--- src/rtl/gpio_irq_pkg.sv ---
package gpio_irq_pkg;

    localparam int ADDR_W   = 4;
    localparam int DATA_W   = 32;
    localparam int CODE_W   = 3;
    localparam int NIB_W    = 4;
    localparam int PER_WORD = DATA_W / NIB_W;

    typedef enum logic [CODE_W-1:0] {
        TRIG_FALL = 3'd0,
        TRIG_RISE = 3'd1,
        TRIG_LOW  = 3'd2,
        TRIG_HIGH = 3'd3,
        TRIG_BOTH = 3'd4
    } trig_e;

    typedef enum logic [ADDR_W-1:0] {
        W_EN    = 4'd0,
        W_STAT  = 4'd1,
        W_DISP  = 4'd2,
        W_CLR   = 4'd3,
        W_MSET  = 4'd4,
        W_MCLR  = 4'd5,
        W_POUT  = 4'd6,
        W_PIN   = 4'd7,
        W_PDIR  = 4'd8,
        W_MODE0 = 4'd9,
        W_MODE1 = 4'd10,
        W_RSVD  = 4'd11,
        W_SRST  = 4'd12
    } word_e;

    typedef enum logic {
        SR_RUN  = 1'b0,
        SR_HOLD = 1'b1
    } srst_e;

endpackage

--- src/rtl/gpio_sync.sv ---
module gpio_sync #(
    parameter int W = 16
) (
    input  logic         clk,
    input  logic         rst_n,
    input  logic         wipe,
    input  logic [W-1:0] d,
    output logic [W-1:0] q
);
    logic [W-1:0] meta_q;
    logic [W-1:0] safe_q;

    always_ff @(posedge clk or negedge rst_n) begin
        if (!rst_n) begin
            meta_q <= '0;
            safe_q <= '0;
        end else if (wipe) begin
            meta_q <= '0;
            safe_q <= '0;
        end else begin
            meta_q <= d;
            safe_q <= meta_q;
        end
    end

    assign q = safe_q;

    AST_SYNC_TWO_STAGE: assert property (@(posedge clk) disable iff (!rst_n)
        !$past(wipe, 2) && !$past(wipe) |-> q == $past(d, 2))
        else $error("synchroniser latency broken");

endmodule

--- src/rtl/gpio_pin_detect.sv ---
module gpio_pin_detect
    import gpio_irq_pkg::*;
(
    input  logic              clk,
    input  logic              rst_n,
    input  logic              wipe,
    input  logic              en_i,
    input  logic [CODE_W-1:0] mode_i,
    input  logic              clr_i,
    input  logic              lvl_i,
    output logic              stat_o
);
    logic prev_q;
    logic stat_q;
    logic hit;

    always_comb begin
        unique case (mode_i)
            TRIG_FALL: hit = prev_q & ~lvl_i;
            TRIG_RISE: hit = ~prev_q & lvl_i;
            TRIG_LOW:  hit = ~lvl_i;
            TRIG_HIGH: hit = lvl_i;
            TRIG_BOTH: hit = prev_q ^ lvl_i;
            default:   hit = 1'b0;
        endcase
    end

    always_ff @(posedge clk or negedge rst_n) begin
        if (!rst_n) begin
            prev_q <= 1'b0;
            stat_q <= 1'b0;
        end else if (wipe) begin
            prev_q <= 1'b0;
            stat_q <= 1'b0;
        end else begin
            prev_q <= lvl_i;
            stat_q <= (stat_q & ~clr_i) | (en_i & hit);
        end
    end

    assign stat_o = stat_q;

    AST_EN_GATES_SET: assert property (@(posedge clk) disable iff (!rst_n)
        $rose(stat_o) |-> $past(en_i))
        else $error("status set without enable");

    AST_CLR_EMPTIES: assert property (@(posedge clk) disable iff (!rst_n)
        $past(clr_i) && !$past(en_i) |-> !stat_o)
        else $error("clear did not take");

    AST_LEVEL_REFIRE: assert property (@(posedge clk) disable iff (!rst_n)
        $past(en_i) && !$past(wipe) && $past(mode_i) == TRIG_HIGH && $past(lvl_i)
        |-> stat_o)
        else $error("held high level lost");

endmodule

--- src/rtl/gpio_irq_port.sv ---
module gpio_irq_port
    import gpio_irq_pkg::*;
#(
    parameter int PINS = 16
) (
    input  logic              clk,
    input  logic              rst_n,
    input  logic              bus_wr,
    input  logic [ADDR_W-1:0] bus_addr,
    input  logic [DATA_W-1:0] bus_wdata,
    output logic [DATA_W-1:0] bus_rdata,
    input  logic [PINS-1:0]   pin_in,
    output logic [PINS-1:0]   pin_out,
    output logic [PINS-1:0]   pin_oe,
    output logic              irq
);
    localparam int MODE_WORDS = (PINS + PER_WORD - 1) / PER_WORD;

    srst_e             state_q, state_d;
    logic              hold;
    logic [PINS-1:0]   en_q, mask_q, pout_q, pdir_q;
    logic [CODE_W-1:0] mode_q [PINS];
    logic [PINS-1:0]   pin_sync, stat, disp, clr_vec;
    logic [DATA_W-1:0] mode_w0, mode_w1;
    logic              wr_ok;

    // soft reset state register
    always_ff @(posedge clk or negedge rst_n) begin
        if (!rst_n) state_q <= SR_RUN;
        else        state_q <= state_d;
    end

    // transitions: T_ENTER, T_LEAVE, T_STAY
    always_comb begin
        state_d = state_q;
        unique case (state_q)
            SR_RUN:  if (bus_wr && bus_addr == W_SRST && bus_wdata[0])  state_d = SR_HOLD;
            SR_HOLD: if (bus_wr && bus_addr == W_SRST && !bus_wdata[0]) state_d = SR_RUN;
            default: state_d = SR_RUN;
        endcase
    end

    // state outputs
    always_comb begin
        hold  = (state_q == SR_HOLD);
        wr_ok = bus_wr && (state_q == SR_RUN);
    end

    always_ff @(posedge clk or negedge rst_n) begin
        if (!rst_n) begin
            en_q   <= '0;
            mask_q <= '0;
            pout_q <= '0;
            pdir_q <= '0;
            for (int n = 0; n < PINS; n++) mode_q[n] <= '0;
        end else if (hold) begin
            en_q   <= '0;
            mask_q <= '0;
            pout_q <= '0;
            pdir_q <= '0;
            for (int n = 0; n < PINS; n++) mode_q[n] <= '0;
        end else if (wr_ok) begin
            unique case (bus_addr)
                W_EN:    en_q   <= bus_wdata[PINS-1:0];
                W_MSET:  mask_q <= mask_q | bus_wdata[PINS-1:0];
                W_MCLR:  mask_q <= mask_q & ~bus_wdata[PINS-1:0];
                W_POUT:  pout_q <= bus_wdata[PINS-1:0];
                W_PDIR:  pdir_q <= bus_wdata[PINS-1:0];
                W_MODE0: for (int n = 0; n < PINS; n++)
                             if (n < PER_WORD) mode_q[n] <= bus_wdata[(n%PER_WORD)*NIB_W +: CODE_W];
                W_MODE1: for (int n = 0; n < PINS; n++)
                             if (n >= PER_WORD) mode_q[n] <= bus_wdata[(n%PER_WORD)*NIB_W +: CODE_W];
                default: ;
            endcase
        end
    end

    assign clr_vec = (wr_ok && bus_addr == W_CLR) ? bus_wdata[PINS-1:0] : '0;

    gpio_sync #(.W(PINS)) u_sync (
        .clk   (clk),
        .rst_n (rst_n),
        .wipe  (hold),
        .d     (pin_in),
        .q     (pin_sync)
    );

    for (genvar g = 0; g < PINS; g++) begin : g_pin
        gpio_pin_detect u_det (
            .clk    (clk),
            .rst_n  (rst_n),
            .wipe   (hold),
            .en_i   (en_q[g]),
            .mode_i (mode_q[g]),
            .clr_i  (clr_vec[g]),
            .lvl_i  (pin_sync[g]),
            .stat_o (stat[g])
        );
    end

    always_comb begin
        mode_w0 = '0;
        mode_w1 = '0;
        for (int n = 0; n < PINS; n++) begin
            if (n < PER_WORD) mode_w0[(n%PER_WORD)*NIB_W +: CODE_W] = mode_q[n];
            else              mode_w1[(n%PER_WORD)*NIB_W +: CODE_W] = mode_q[n];
        end
    end

    assign disp    = stat & en_q & ~mask_q;
    assign irq     = |disp;
    assign pin_out = pout_q;
    assign pin_oe  = pdir_q;

    always_comb begin
        bus_rdata = '0;
        unique case (bus_addr)
            W_EN:    bus_rdata[PINS-1:0] = en_q;
            W_STAT:  bus_rdata[PINS-1:0] = stat;
            W_DISP:  bus_rdata[PINS-1:0] = disp;
            W_MSET:  bus_rdata[PINS-1:0] = mask_q;
            W_POUT:  bus_rdata[PINS-1:0] = pout_q;
            W_PIN:   bus_rdata[PINS-1:0] = pin_sync;
            W_PDIR:  bus_rdata[PINS-1:0] = pdir_q;
            W_MODE0: bus_rdata = mode_w0;
            W_MODE1: bus_rdata = (MODE_WORDS > 1) ? mode_w1 : '0;
            W_SRST:  bus_rdata[0] = hold;
            default: bus_rdata = '0;
        endcase
    end

    AST_IRQ_NEEDS_UNMASKED: assert property (@(posedge clk) disable iff (!rst_n)
        irq |-> (en_q & ~mask_q) != '0)
        else $error("irq with nothing unmasked");

    AST_HOLD_DEFAULTS: assert property (@(posedge clk) disable iff (!rst_n)
        $past(hold) && hold |-> pin_oe == '0 && pin_out == '0 && !irq)
        else $error("soft reset not holding defaults");

    AST_UPPER_ZERO: assert property (@(posedge clk) disable iff (!rst_n)
        bus_addr != W_MODE0 && bus_addr != W_MODE1 |-> (bus_rdata >> PINS) == '0)
        else $error("unimplemented bits read non-zero");

    AST_MASK_SET: assert property (@(posedge clk) disable iff (!rst_n)
        bus_wr && bus_addr == W_MSET && !hold
        |=> (mask_q & $past(bus_wdata[PINS-1:0])) == $past(bus_wdata[PINS-1:0]))
        else $error("mask set lost");

endmodule

--- config.mk ---
export PLATFORM = sky130hd
export DESIGN_NAME = gpio_irq_port
export DESIGN_NICKNAME = d
export VERILOG_FILES = /design/src/rtl/gpio_irq_pkg.sv /design/src/rtl/gpio_sync.sv /design/src/rtl/gpio_pin_detect.sv /design/src/rtl/gpio_irq_port.sv
export SDC_FILE = /design/constraint.sdc
export NUM_CORES = 1
export LEC_CHECK = 0
export ABC_AREA = 1
export BUFFER_PORTS_ARGS = -buffer_cell sky130_fd_sc_hd__buf_2
export CELL_PAD_IN_SITES_DETAIL_PLACEMENT = 1
export CELL_PAD_IN_SITES_GLOBAL_PLACEMENT = 2
export CORE_MARGIN = 1.5
export CORE_UTILIZATION = 36
export DETAILED_ROUTE_END_ITERATION = 8
export PLACE_DENSITY_LB_ADDON = 0.1
export SLEW_MARGIN = 20
export SYNTH_ARGS = -nofsm -noshare
export SYNTH_HDL_FRONTEND = slang
export SYNTH_HIERARCHICAL = 1
export SYNTH_SLANG_ARGS = --single-unit
--- constraint.sdc ---
create_clock -name clk -period 5 [get_ports clk]
set_input_delay 1 -clock clk [delete_from_list [all_inputs] [get_ports clk]]
set_output_delay 1 -clock clk [all_outputs]
set_load 0.05 [all_outputs]
==> impl_metrics.env, run 1 <==
export IMPL_p_per_area_mw_per_mm2=425
export IMPL_die_x_um=173
export IMPL_n_antenna_cell=0
export IMPL_cp_required_ns=4.00
export IMPL_period_minus_slack_ns=3.81
export IMPL_ys_types=25
export IMPL_synth_cells=1504
export IMPL_ff2ff_path_depth=4
export IMPL_final_layout_size_suffix_gt1_frac=0.141
export IMPL_htreeDepth=4
export IMPL_dp_hpwl_um=25400
export IMPL_final_antenna_net_count=0
export IMPL_dpl_cell_count=1965
export IMPL_critPathMaxStageDelay_ns=0.52
export IMPL_critPathCaptureType="output port"
export IMPL_clock_latency_ns=0.44
export IMPL_fmax_mhz=263
export IMPL_grt_pass1_wl_um=57400
export IMPL_worst_setup_path_type="primary input to output port"
export IMPL_crit_family="simple AND/OR/NAND/NOR gates"
export IMPL_period_share=0.761
export IMPL_routedWlPerCell_um=18.1
export IMPL_final_nets=1693
export IMPL_max_slew_margin=0.339
export IMPL_area_growth_pct=14.4
export IMPL_cts_tree="yes"
export IMPL_fin_setup_tns_ns=0
export IMPL_die_h_um=173
export IMPL_tightest_slew_ns=0.988
export IMPL_track_usage=0.250
export IMPL_ir_worst_vdd_mv=0.221
export IMPL_drc=0
export IMPL_gp_congestion=0.813
export IMPL_r2r_end="en_q[12]"
export IMPL_ys_seq_area_frac=0.427
export IMPL_endpoint="bus_rdata[4]"
export IMPL_nFillCells=3699
export IMPL_cp_num_buf_inv=5
export IMPL_rsz0062_at_grt="no"
export IMPL_ios=120
export IMPL_post_drt_via_cell_ratio=4.88
export IMPL_startpoint="bus_addr[3]"
export IMPL_drt_wl_total_um=36200
export IMPL_worstPathCellList="buf_2 > inv_2 > nand2_1 > nor2_1 > buf_4 > nand2_1 > nand2_1 > inv_1 > nand3_1 > buf_2"
export IMPL_cts_hold_buf=0
export IMPL_cts_setup_buffers=0
export IMPL_clock_sinks=177
export IMPL_cap_violations=0
export IMPL_grt_pass1_vias=10100
export IMPL_cts_resized=0
export IMPL_syn_area_mm2=0.0104
export IMPL_dr_first_iter_drc_count=538
export IMPL_hold_viol=0
export IMPL_synth_area_per_cell_um2=6.89
export IMPL_core_mm2=0.0281
export IMPL_cpMostUsedCell="nand2_1"
export IMPL_firstDrtPassIters=4
export IMPL_layout_common_cells="415 x nand2_1, 299 x inv_1, 189 x nor2_1, 176 x dfrtp_1, 139 x nand3_1"
export IMPL_power_leakage_nw=6.23
export IMPL_ff2ff_setup_slack_ns=2.74
export IMPL_report_final_setup_viol=0
export IMPL_arrival_ns=2.81
export IMPL_path_clk_slew_ns=0.08
export IMPL_die_area_mm2=0.0298
export IMPL_start_util=0.369
export IMPL_ys_ff_latch=177
export IMPL_drv_slew=0
export IMPL_skew_ns=0.0160
export IMPL_cts_buffers_inserted=17
export IMPL_cp_depth=10
export IMPL_path_max_fanout=7
export IMPL_final_core_util=0.422
export IMPL_antenna_found_initial=2
export IMPL_row_count=61
export IMPL_slowest_stage="nor2_1"
export IMPL_clockRootBuffer="clkbuf_16"
export IMPL_final_common_cell="nand2_1"
export IMPL_vias=9752
export IMPL_ys_warn_count=6
export IMPL_outcome="finished clean"
export IMPL_grt_max_degree=92
export IMPL_critPathLaunchType="primary input"
export IMPL_hp_class="flop to flop"
export IMPL_layout_cells_non_filler=1997
export IMPL_overflow=0
export IMPL_port_buffers=111
export IMPL_clockBufferDepth=2
-- Yosys cell counts --
master	instances	area [µm²]
buf_2	16	80.1
nor2_2	4	25.0
nand4_1	17	106
o22ai_1	12	75.1
o21ai_0	82	410
dfrtp_1	177	4430
o21ai_4	1	16.3
buf_6	5	56.3
conb_1	1	3.75
nor2_1	191	717
or2_2	12	75.1
nor3b_1	1	7.51
nand2_1	415	1560
a21oi_2	16	140
o21ai_1	23	115
inv_1	299	1120
buf_4	12	90.1
ha_1	32	400
clkbuf_1	16	60.1
buf_1	1	3.75
nand2_2	3	18.8
o21ai_2	5	43.8
nor2_4	4	45.0
nand3_1	139	696
inv_2	20	75.1
-- power by group --
| part | leakage (nW) | internal [W] | total (W) | switching (W) |
|---|---|---|---|---|
| clock | 0.267 | 0.000698 | 0.00134 | 0.000646 |
| combinational | 3.66 | 0.000470 | 0.00157 | 0.00110 |
| sequential | 2.29 | 0.00176 | 0.00212 | 0.000357 |
-- worst min-delay path by stage --
stage | start | end | slack [ns] | depth (start not counted)
3_5_place_dp | u_sync/meta_q[12] | u_sync/q[12] | 0.45 | 2
6_report | u_sync/meta_q[12] | u_sync/q[12] | 0.46 | 2
5_1_grt | u_sync/meta_q[5] | u_sync/q[5] | 0.48 | 2
3_3_place_gp | u_sync/meta_q[13] | u_sync/q[13] | 0.44 | 2
4_1_cts | u_sync/meta_q[12] | u_sync/q[12] | 0.47 | 2
2_1_floorplan | u_sync/meta_q[0] | u_sync/q[0] | 0.43 | 2
-- cell families after synthesis --
kind of cell,share of synthesized area
fa+ha+maj,0.0386
other cells,0.000362
buf+inv,0.143
compound gates,0.0772
flops,0.427
simple gates,0.313
-- worst register-to-register path, stage by stage (launching register included) --
cell	delay [ns]
dfrtp_4	0.71
buf_4	0.77
nor2_1	0.39
nand2_1	0.15
o21ai_0	0.08
-- layout make-up --
type / instances / area [µm²] / area share
inverter: 319 / 1200 / 0.101
sequential: 177 / 4430 / 0.374
clock buffer: 19 / 433 / 0.0365
tap: 378 / 473 / 0.0399
timing repair buffer: 130 / 719 / 0.0606
clock inverter: 13 / 126 / 0.0106
multi-input combinational: 961 / 4480 / 0.378
-- sequential cells by signal (all words and copies together), names as in the netlist, named ones only --
signal              count
en_q                   16
mask_q                 16
mode_q                 48
g_pin.u_det/prev_q     16
pin_oe                 16
pin_out                16
g_pin.u_det/stat_o     16
u_sync/meta_q          16
u_sync/q               16
-- layer usage --
layer,up-vias,track usage,part of all wire
met4,2,0.0696,0.022
li1,4736,-,-
met3,35,0.0424,0.036
met1,4810,0.328,0.46
met5,-,0,0.00028
met2,169,0.425,0.48
-- per-stage QoR --
stage / hold WS, ns / power [W] / worst slack, ns / instance area (µm²)
final: 0.460 / 0.00504 / 1.19 / 11900
after global routing: 0.484 / 0.00539 / 1.10 / 11900
after CTS: 0.465 / 0.00510 / 1.20 / 11900
after detailed placement: 0.448 / 0.00373 / 1.20 / 11300
after global placement: 0.440 / 0.00368 / 1.20 / 11300
after floorplan: 0.434 / 0.00317 / 1.60 / 10400
Power figures use the tool's default switching activity.
==> inputs of run 2 (changes only) <==
--- a/config.mk
+++ b/config.mk
@@ -5,12 +5,12 @@
 export SDC_FILE = /design/constraint.sdc
 export NUM_CORES = 1
 export LEC_CHECK = 0
-export ABC_AREA = 1
+export ABC_AREA = 0
 export BUFFER_PORTS_ARGS = -buffer_cell sky130_fd_sc_hd__buf_2
 export CELL_PAD_IN_SITES_DETAIL_PLACEMENT = 1
 export CELL_PAD_IN_SITES_GLOBAL_PLACEMENT = 2
 export CORE_MARGIN = 1.5
-export CORE_UTILIZATION = 36
+export CORE_UTILIZATION = 37
 export DETAILED_ROUTE_END_ITERATION = 8
 export PLACE_DENSITY_LB_ADDON = 0.1
 export SLEW_MARGIN = 20
==> constraint.sdc (replaced) <==
create_clock -name clk -period 3.65 [get_ports clk]
set_input_delay 0.73 -clock clk [delete_from_list [all_inputs] [get_ports clk]]
set_output_delay 0.73 -clock clk [all_outputs]
set_load 0.05 [all_outputs]
==> run 2 against run 1 <==
Area after synthesis down 6.8%; highest routed layer unchanged; cell area down 5.4%; non-clock buffer count up 16; worst setup slack worse by 0.91 ns.
==> impl_metrics.env, run 2 <==
export IMPL_overflow=0
export IMPL_layout_common_cells="211 x nand2_1, 176 x dfrtp_1, 110 x buf_2, 100 x a21oi_1, 61 x nor2_1"
export IMPL_cp_required_ns=2.92
export IMPL_final_common_cell="nand2_1"
export IMPL_antenna_found_initial=2
export IMPL_die_h_um=165
export IMPL_ff2ff_path_depth=4
export IMPL_multi_input_area_mm2=0.00477
export IMPL_die_area_mm2=0.0271
export IMPL_final_layout_size_suffix_gt1_frac=0.180
export IMPL_ys_seq_area_frac=0.458
export IMPL_ys_types=53
export IMPL_critPathCaptureType="output port"
export IMPL_grt_pass1_wl_um=51600
export IMPL_cts_resized=0
export IMPL_start_util=0.381
export IMPL_htreeDepth=4
export IMPL_synth_fa_ha_area_frac=0.0414
export IMPL_synth_most_common_cell="nand2_1"
export IMPL_dr_first_iter_drc_count=733
export IMPL_grt_max_degree=91
export IMPL_synth_xor_area_frac=0.0145
export IMPL_slowest_stage="a222oi_1"
export IMPL_cts_setup_buffers=0
export IMPL_worstPathCellList="buf_2 > and4bb_1 > a222oi_1 > nand3_1 > buf_2"
export IMPL_skew_ns=0.0125
export IMPL_cpMostUsedCell="buf_2"
export IMPL_startpoint="bus_addr[0]"
export IMPL_rsz0062_at_grt="no"
export IMPL_synthFlopType="dfrtp_1"
export IMPL_core_mm2=0.0254
export IMPL_regMostFlops="mode_q"
export IMPL_regArea_mm2=0.00443
export IMPL_vias=8167
export IMPL_synth_top_cell_area_share=0.458
export IMPL_power_leakage_nw=4.92
export IMPL_syn_area_mm2=0.00967
export IMPL_ir_worst_vdd_mv=0.223
export IMPL_drv_slew=0
export IMPL_report_final_setup_viol=0
export IMPL_critPathMaxStageDelay_ns=0.58
export IMPL_synth_edf_count=0
export IMPL_routedWlPerCell_um=22.6
export IMPL_power_w=0.00535
export IMPL_drc=0
export IMPL_cap_violations=0
export IMPL_row_count=58
export IMPL_clockRootBuffer="clkbuf_16"
export IMPL_cts_hold_buf=0
export IMPL_arrival_ns=2.64
export IMPL_worst_slack_ns=0.282
export IMPL_muxShareOfSynthArea=0.0351
export IMPL_pre_cts_ws_ns=0.313
export IMPL_synth_compound_area_frac=0.168
export IMPL_ff2ff_setup_slack_ns=1.31
export IMPL_period_minus_slack_ns=3.37
export IMPL_path_clk_slew_ns=0.08
export IMPL_gp_congestion=0.816
export IMPL_clock_latency_ns=0.44
export IMPL_layout_cells_non_filler=1486
export IMPL_drt_wl_total_um=33600
export IMPL_cts_tree="yes"
export IMPL_post_drt_via_cell_ratio=5.50
export IMPL_dp_hpwl_um=23700
export IMPL_synth_top_family_by_area="simple AND/OR/NAND/NOR gates"
export IMPL_fmax_mhz=297
export IMPL_grt_pass1_vias=8267
export IMPL_synth_commonest_cells="211 x nand2_1, 177 x dfrtp_1, 100 x a21oi_1, 61 x nor2_1, 51 x nor2b_1"
export IMPL_synthArstFlopShare=1.00
export IMPL_hold_viol=0
export IMPL_path_max_fanout=26
export IMPL_clock_sinks=177
export IMPL_ys_ff_latch=177
export IMPL_largest_reg_flops=48
export IMPL_final_antenna_net_count=0
export IMPL_firstDrtPassIters=5
export IMPL_synthSimpleGateAreaFrac=0.233
export IMPL_ys_warn_count=6
export IMPL_worst_setup_path_type="primary input to output port"
export IMPL_r2r_end="mask_q[15]"
export IMPL_tightest_slew_ns=1.05
export IMPL_synth_largest_area_cell="dfrtp_1"
export IMPL_nFillCells=2952
export IMPL_synth_cells=1040
export IMPL_whs_ns=0.281
export IMPL_clockBufferDepth=2
export IMPL_ios=120
export IMPL_critPathLaunchType="primary input"
export IMPL_die_x_um=165
export IMPL_outcome="finished clean"
export IMPL_hp_class="primary input to async pin"
export IMPL_cts_buffers_inserted=17
export IMPL_fin_setup_tns_ns=0
export IMPL_p_per_area_mw_per_mm2=477
export IMPL_final_nets=1229
export IMPL_dpl_cell_count=1453
export IMPL_max_slew_margin=0.297
export IMPL_port_buffers=111
export IMPL_period_share=0.923
export IMPL_track_usage=0.258
export IMPL_netlist_top_cells_area="dfrtp_1 46%, nand2_1 8.2%, a21oi_1 5.2%"
export IMPL_area_growth_pct=16.1
export IMPL_synth_area_per_cell_um2=9.30
## run 2: worst max path at each step
stage	end	slack, ns	cells after the start
after global placement	bus_rdata[8]	0.30	5
after CTS	bus_rdata[8]	0.30	5
after detailed placement	bus_rdata[8]	0.31	5
after floorplan	bus_rdata[15]	0.35	4
after global routing	bus_rdata[8]	0.20	5
final	bus_rdata[8]	0.28	5
## run 2: stage by stage
stage	utilization	cell area [µm²]
4_1_cts	0.442	11200
3_5_place_dp	0.418	10600
6_report	0.442	11200
3_3_place_gp	0.418	10600
5_1_grt	0.442	11200
2_1_floorplan	-	9680
## run 2: where the power goes
| group | internal (W) | switching, W | leakage, nW |
|---|---|---|---|
| registers | 0.00215 | 0.000252 | 2.39 |
| logic | 0.000333 | 0.000681 | 2.24 |
| clock network | 0.00106 | 0.000881 | 0.300 |
| total | 0.00354 | 0.00181 | 4.92 |
## run 2: layout make-up
| type | instances | area share |
|---|---|---|
| antenna | 1 | 0.000223 |
| timing repair buffer | 146 | 0.0759 |
| tap | 330 | 0.0368 |
| inverter | 39 | 0.0130 |
| clock inverter | 13 | 0.0143 |
| sequential | 177 | 0.395 |
| clock buffer | 19 | 0.0395 |
| multi-input combinational | 761 | 0.425 |
## run 2: cell families after synthesis
group                    after synthesis
multiplexers                          33
XOR/XNOR                              16
AND/OR/NAND/NOR                      448
flip-flops                           177
adder cells (fa/ha/maj)               32
buffers and inverters                105
other                                  1
AO/OA/AOI/OAI                        228
## run 2: critical path: cells and delay by family
family / cells / cell delay (ns)
buffers and inverters: 2 / 0.71
AOI/OAI and AO/OA: 1 / 0.58
and+or+nand+nor: 2 / 0.61
## run 2: metal layers
metal,up-vias,part of all wire,GRT usage
li1,3821,-,-
met1,4101,0.49,0.373
met2,205,0.45,0.398
met3,38,0.046,0.0475
met4,2,0.016,0.0631
met5,-,0.00036,0
==> inputs of run 3 (changes only) <==
--- a/config.mk
+++ b/config.mk
@@ -10,7 +10,7 @@
 export CELL_PAD_IN_SITES_DETAIL_PLACEMENT = 1
 export CELL_PAD_IN_SITES_GLOBAL_PLACEMENT = 2
 export CORE_MARGIN = 1.5
-export CORE_UTILIZATION = 37
+export CORE_UTILIZATION = 33
 export DETAILED_ROUTE_END_ITERATION = 8
 export PLACE_DENSITY_LB_ADDON = 0.1
 export SLEW_MARGIN = 20
==> constraint.sdc (replaced) <==
create_clock -name clk -period 3 [get_ports clk]
set_input_delay 0.6 -clock clk [delete_from_list [all_inputs] [get_ports clk]]
set_output_delay 0.6 -clock clk [all_outputs]
set_load 0.05 [all_outputs]
==> run 3 against run 2 <==
Wire length up 4.9%; flip-flop and latch count unchanged; count of clock-buffer cells in the layout down 1; clock skew shrank 0.0014 ns; sequential share of layout area shrank 0.86 points; via count is 1.8% higher; largest cell class unchanged; highest routed layer is now met4.
==> impl_metrics.env, run 3 (synthesized netlist as in run 2, its figures left out) <==
export IMPL_outcome="finished clean"
export IMPL_clock_sinks=177
export IMPL_drv_slew=0
export IMPL_n_antenna_cell=0
export IMPL_fmax_mhz=347
export IMPL_power_leakage_nw=5.02
export IMPL_cts_hold_buf=0
export IMPL_dp_hpwl_um=24600
export IMPL_antenna_found_initial=0
export IMPL_cp_required_ns=2.40
export IMPL_cts_resized=0
export IMPL_critPathLaunchType="primary input"
export IMPL_worst_slack_ns=0.121
export IMPL_row_count=62
export IMPL_r2r_end="g_pin[2].u_det/stat_o"
export IMPL_whs_ns=0.162
export IMPL_p_comb_frac=0.196
export IMPL_critPathCaptureType="output port"
export IMPL_overflow=0
export IMPL_p_int_w=0.00430
export IMPL_firstDrtPassIters=4
export IMPL_area_growth_pct=18.6
export IMPL_start_util=0.336
export IMPL_p_per_area_mw_per_mm2=570
export IMPL_hp_class="primary input to async pin"
export IMPL_regMostFlops="mode_q"
export IMPL_worst_setup_path_type="primary input to output port"
export IMPL_gp_congestion=0.782
export IMPL_grt_max_degree=166
export IMPL_vias=8313
export IMPL_post_drt_via_cell_ratio=5.34
export IMPL_drt_wl_total_um=35300
export IMPL_cts_tree="yes"
export IMPL_htreeDepth=4
export IMPL_period_minus_slack_ns=2.88
export IMPL_max_slew_margin=0.377
export IMPL_pre_cts_ws_ns=0.144
export IMPL_largest_reg_flops=48
export IMPL_ios=120
export IMPL_cap_violations=0
export IMPL_final_design_area_no_fill_mm2=0.0115
export IMPL_routedWlPerCell_um=22.7
export IMPL_die_h_um=174
export IMPL_clockBufferDepth=2
export IMPL_hold_viol=0
export IMPL_period_share=0.960
export IMPL_cts_setup_buffers=0
export IMPL_tightest_slew_ns=0.935
export IMPL_report_final_setup_viol=0
export IMPL_core_mm2=0.0288
export IMPL_port_buffers=111
export IMPL_rsz0062_at_grt="no"
export IMPL_grt_pass1_wl_um=54400
export IMPL_path_max_fanout=15
export IMPL_layout_common_cells="211 x nand2_1, 176 x dfrtp_1, 110 x buf_2, 100 x a21oi_1, 61 x nor2_1"
export IMPL_skew_ns=0.0111
export IMPL_switchingPower_w=0.00224
export IMPL_drc=0
export IMPL_final_nets=1246
export IMPL_cts_buffers_inserted=17
export IMPL_track_usage=0.240
export IMPL_grt_pass1_vias=8563
export IMPL_fin_setup_tns_ns=0
export IMPL_final_common_cell="nand2_1"
export IMPL_clockRootBuffer="clkbuf_16"
export IMPL_placed_area_mm2=0.0109
export IMPL_path_clk_slew_ns=0.07
export IMPL_swShare=0.342
export IMPL_seqPwrFrac=0.445
export IMPL_clockPowerShare=0.359
export IMPL_nFillCells=3347
export IMPL_final_layout_size_suffix_gt1_frac=0.194
export IMPL_clock_latency_ns=0.44
export IMPL_die_x_um=174
export IMPL_ff2ff_setup_slack_ns=1.12
export IMPL_arrival_ns=2.28
export IMPL_final_antenna_net_count=0
export IMPL_ir_worst_vdd_mv=0.380
export IMPL_dr_first_iter_drc_count=495
export IMPL_ff2ff_path_depth=7
export IMPL_die_area_mm2=0.0303
==> run 3: cell types whose count changed in the layout (fill, tap and decap cells not counted) <==
cell,change
clkinv_4,+1
buf_4,+13
diode_2,-1
inv_6,-1
nor3_1,-1
clkbuf_8,-1
o311ai_1,-1
o311ai_2,+1
clkinvlp_4,+1
buf_12,+4
nor3_2,+1
==> run 3: metrics by stage <==
| stage | power [W] | std cells | util |
|---|---|---|---|
| 2_1_floorplan | 0.00371 | 1043 | - |
| 3_3_place_gp | 0.00422 | 1524 | 0.378 |
| 3_5_place_dp | 0.00425 | 1524 | 0.378 |
| 4_1_cts | 0.00663 | 1556 | 0.399 |
| 5_1_grt | 0.00687 | 1556 | 0.399 |
| 6_report | 0.00654 | 1556 | 0.399 |
==> run 3: critical path, cell delays in order <==
cell	delay [ns]
buf_2	0.18
nor2b_4	0.13
buf_4	0.27
and3_1	0.46
a22oi_1	0.15
nand3_1	0.18
buf_2	0.30
==> run 3: power groups by stage <==
stage,logic [W],registers (W),clock network (W)
floorplan,0.000751,0.00296,0
global placement,0.00127,0.00295,0
detailed placement,0.00129,0.00296,0
CTS,0.00130,0.00291,0.00241
global route,0.00142,0.00295,0.00250
finish,0.00128,0.00291,0.00235
==> run 3: layer usage <==
metal,global-route usage,part of all wire,vias to the layer above
met2,0.383,0.46,199
met4,0.0650,0.017,0
li1,-,-,3842
met3,0.0324,0.036,37
met5,0,0,-
met1,0.342,0.49,4235
==> run 3: cell type report <==
cell class / count / area [µm²] / share of cell area
Inverter: 39 / 146 / 0.0128
Clock inverter: 14 / 168 / 0.0146
Clock buffer: 18 / 429 / 0.0374
Tap cell: 384 / 480 / 0.0419
Multi-Input combinational cell: 761 / 4780 / 0.417
Timing Repair Buffer: 163 / 1030 / 0.0898
Sequential cell: 177 / 4430 / 0.386
==> run 3: worst max path at each step <==
stage / endpoint / from / cells past startpoint
6_report: bus_rdata[5] / bus_addr[3] / 7
5_1_grt: bus_rdata[5] / bus_addr[3] / 7
4_1_cts: bus_rdata[5] / bus_addr[3] / 7
3_5_place_dp: bus_rdata[5] / bus_addr[3] / 7
3_3_place_gp: bus_rdata[5] / bus_addr[3] / 7
2_1_floorplan: bus_rdata[10] / bus_addr[1] / 6
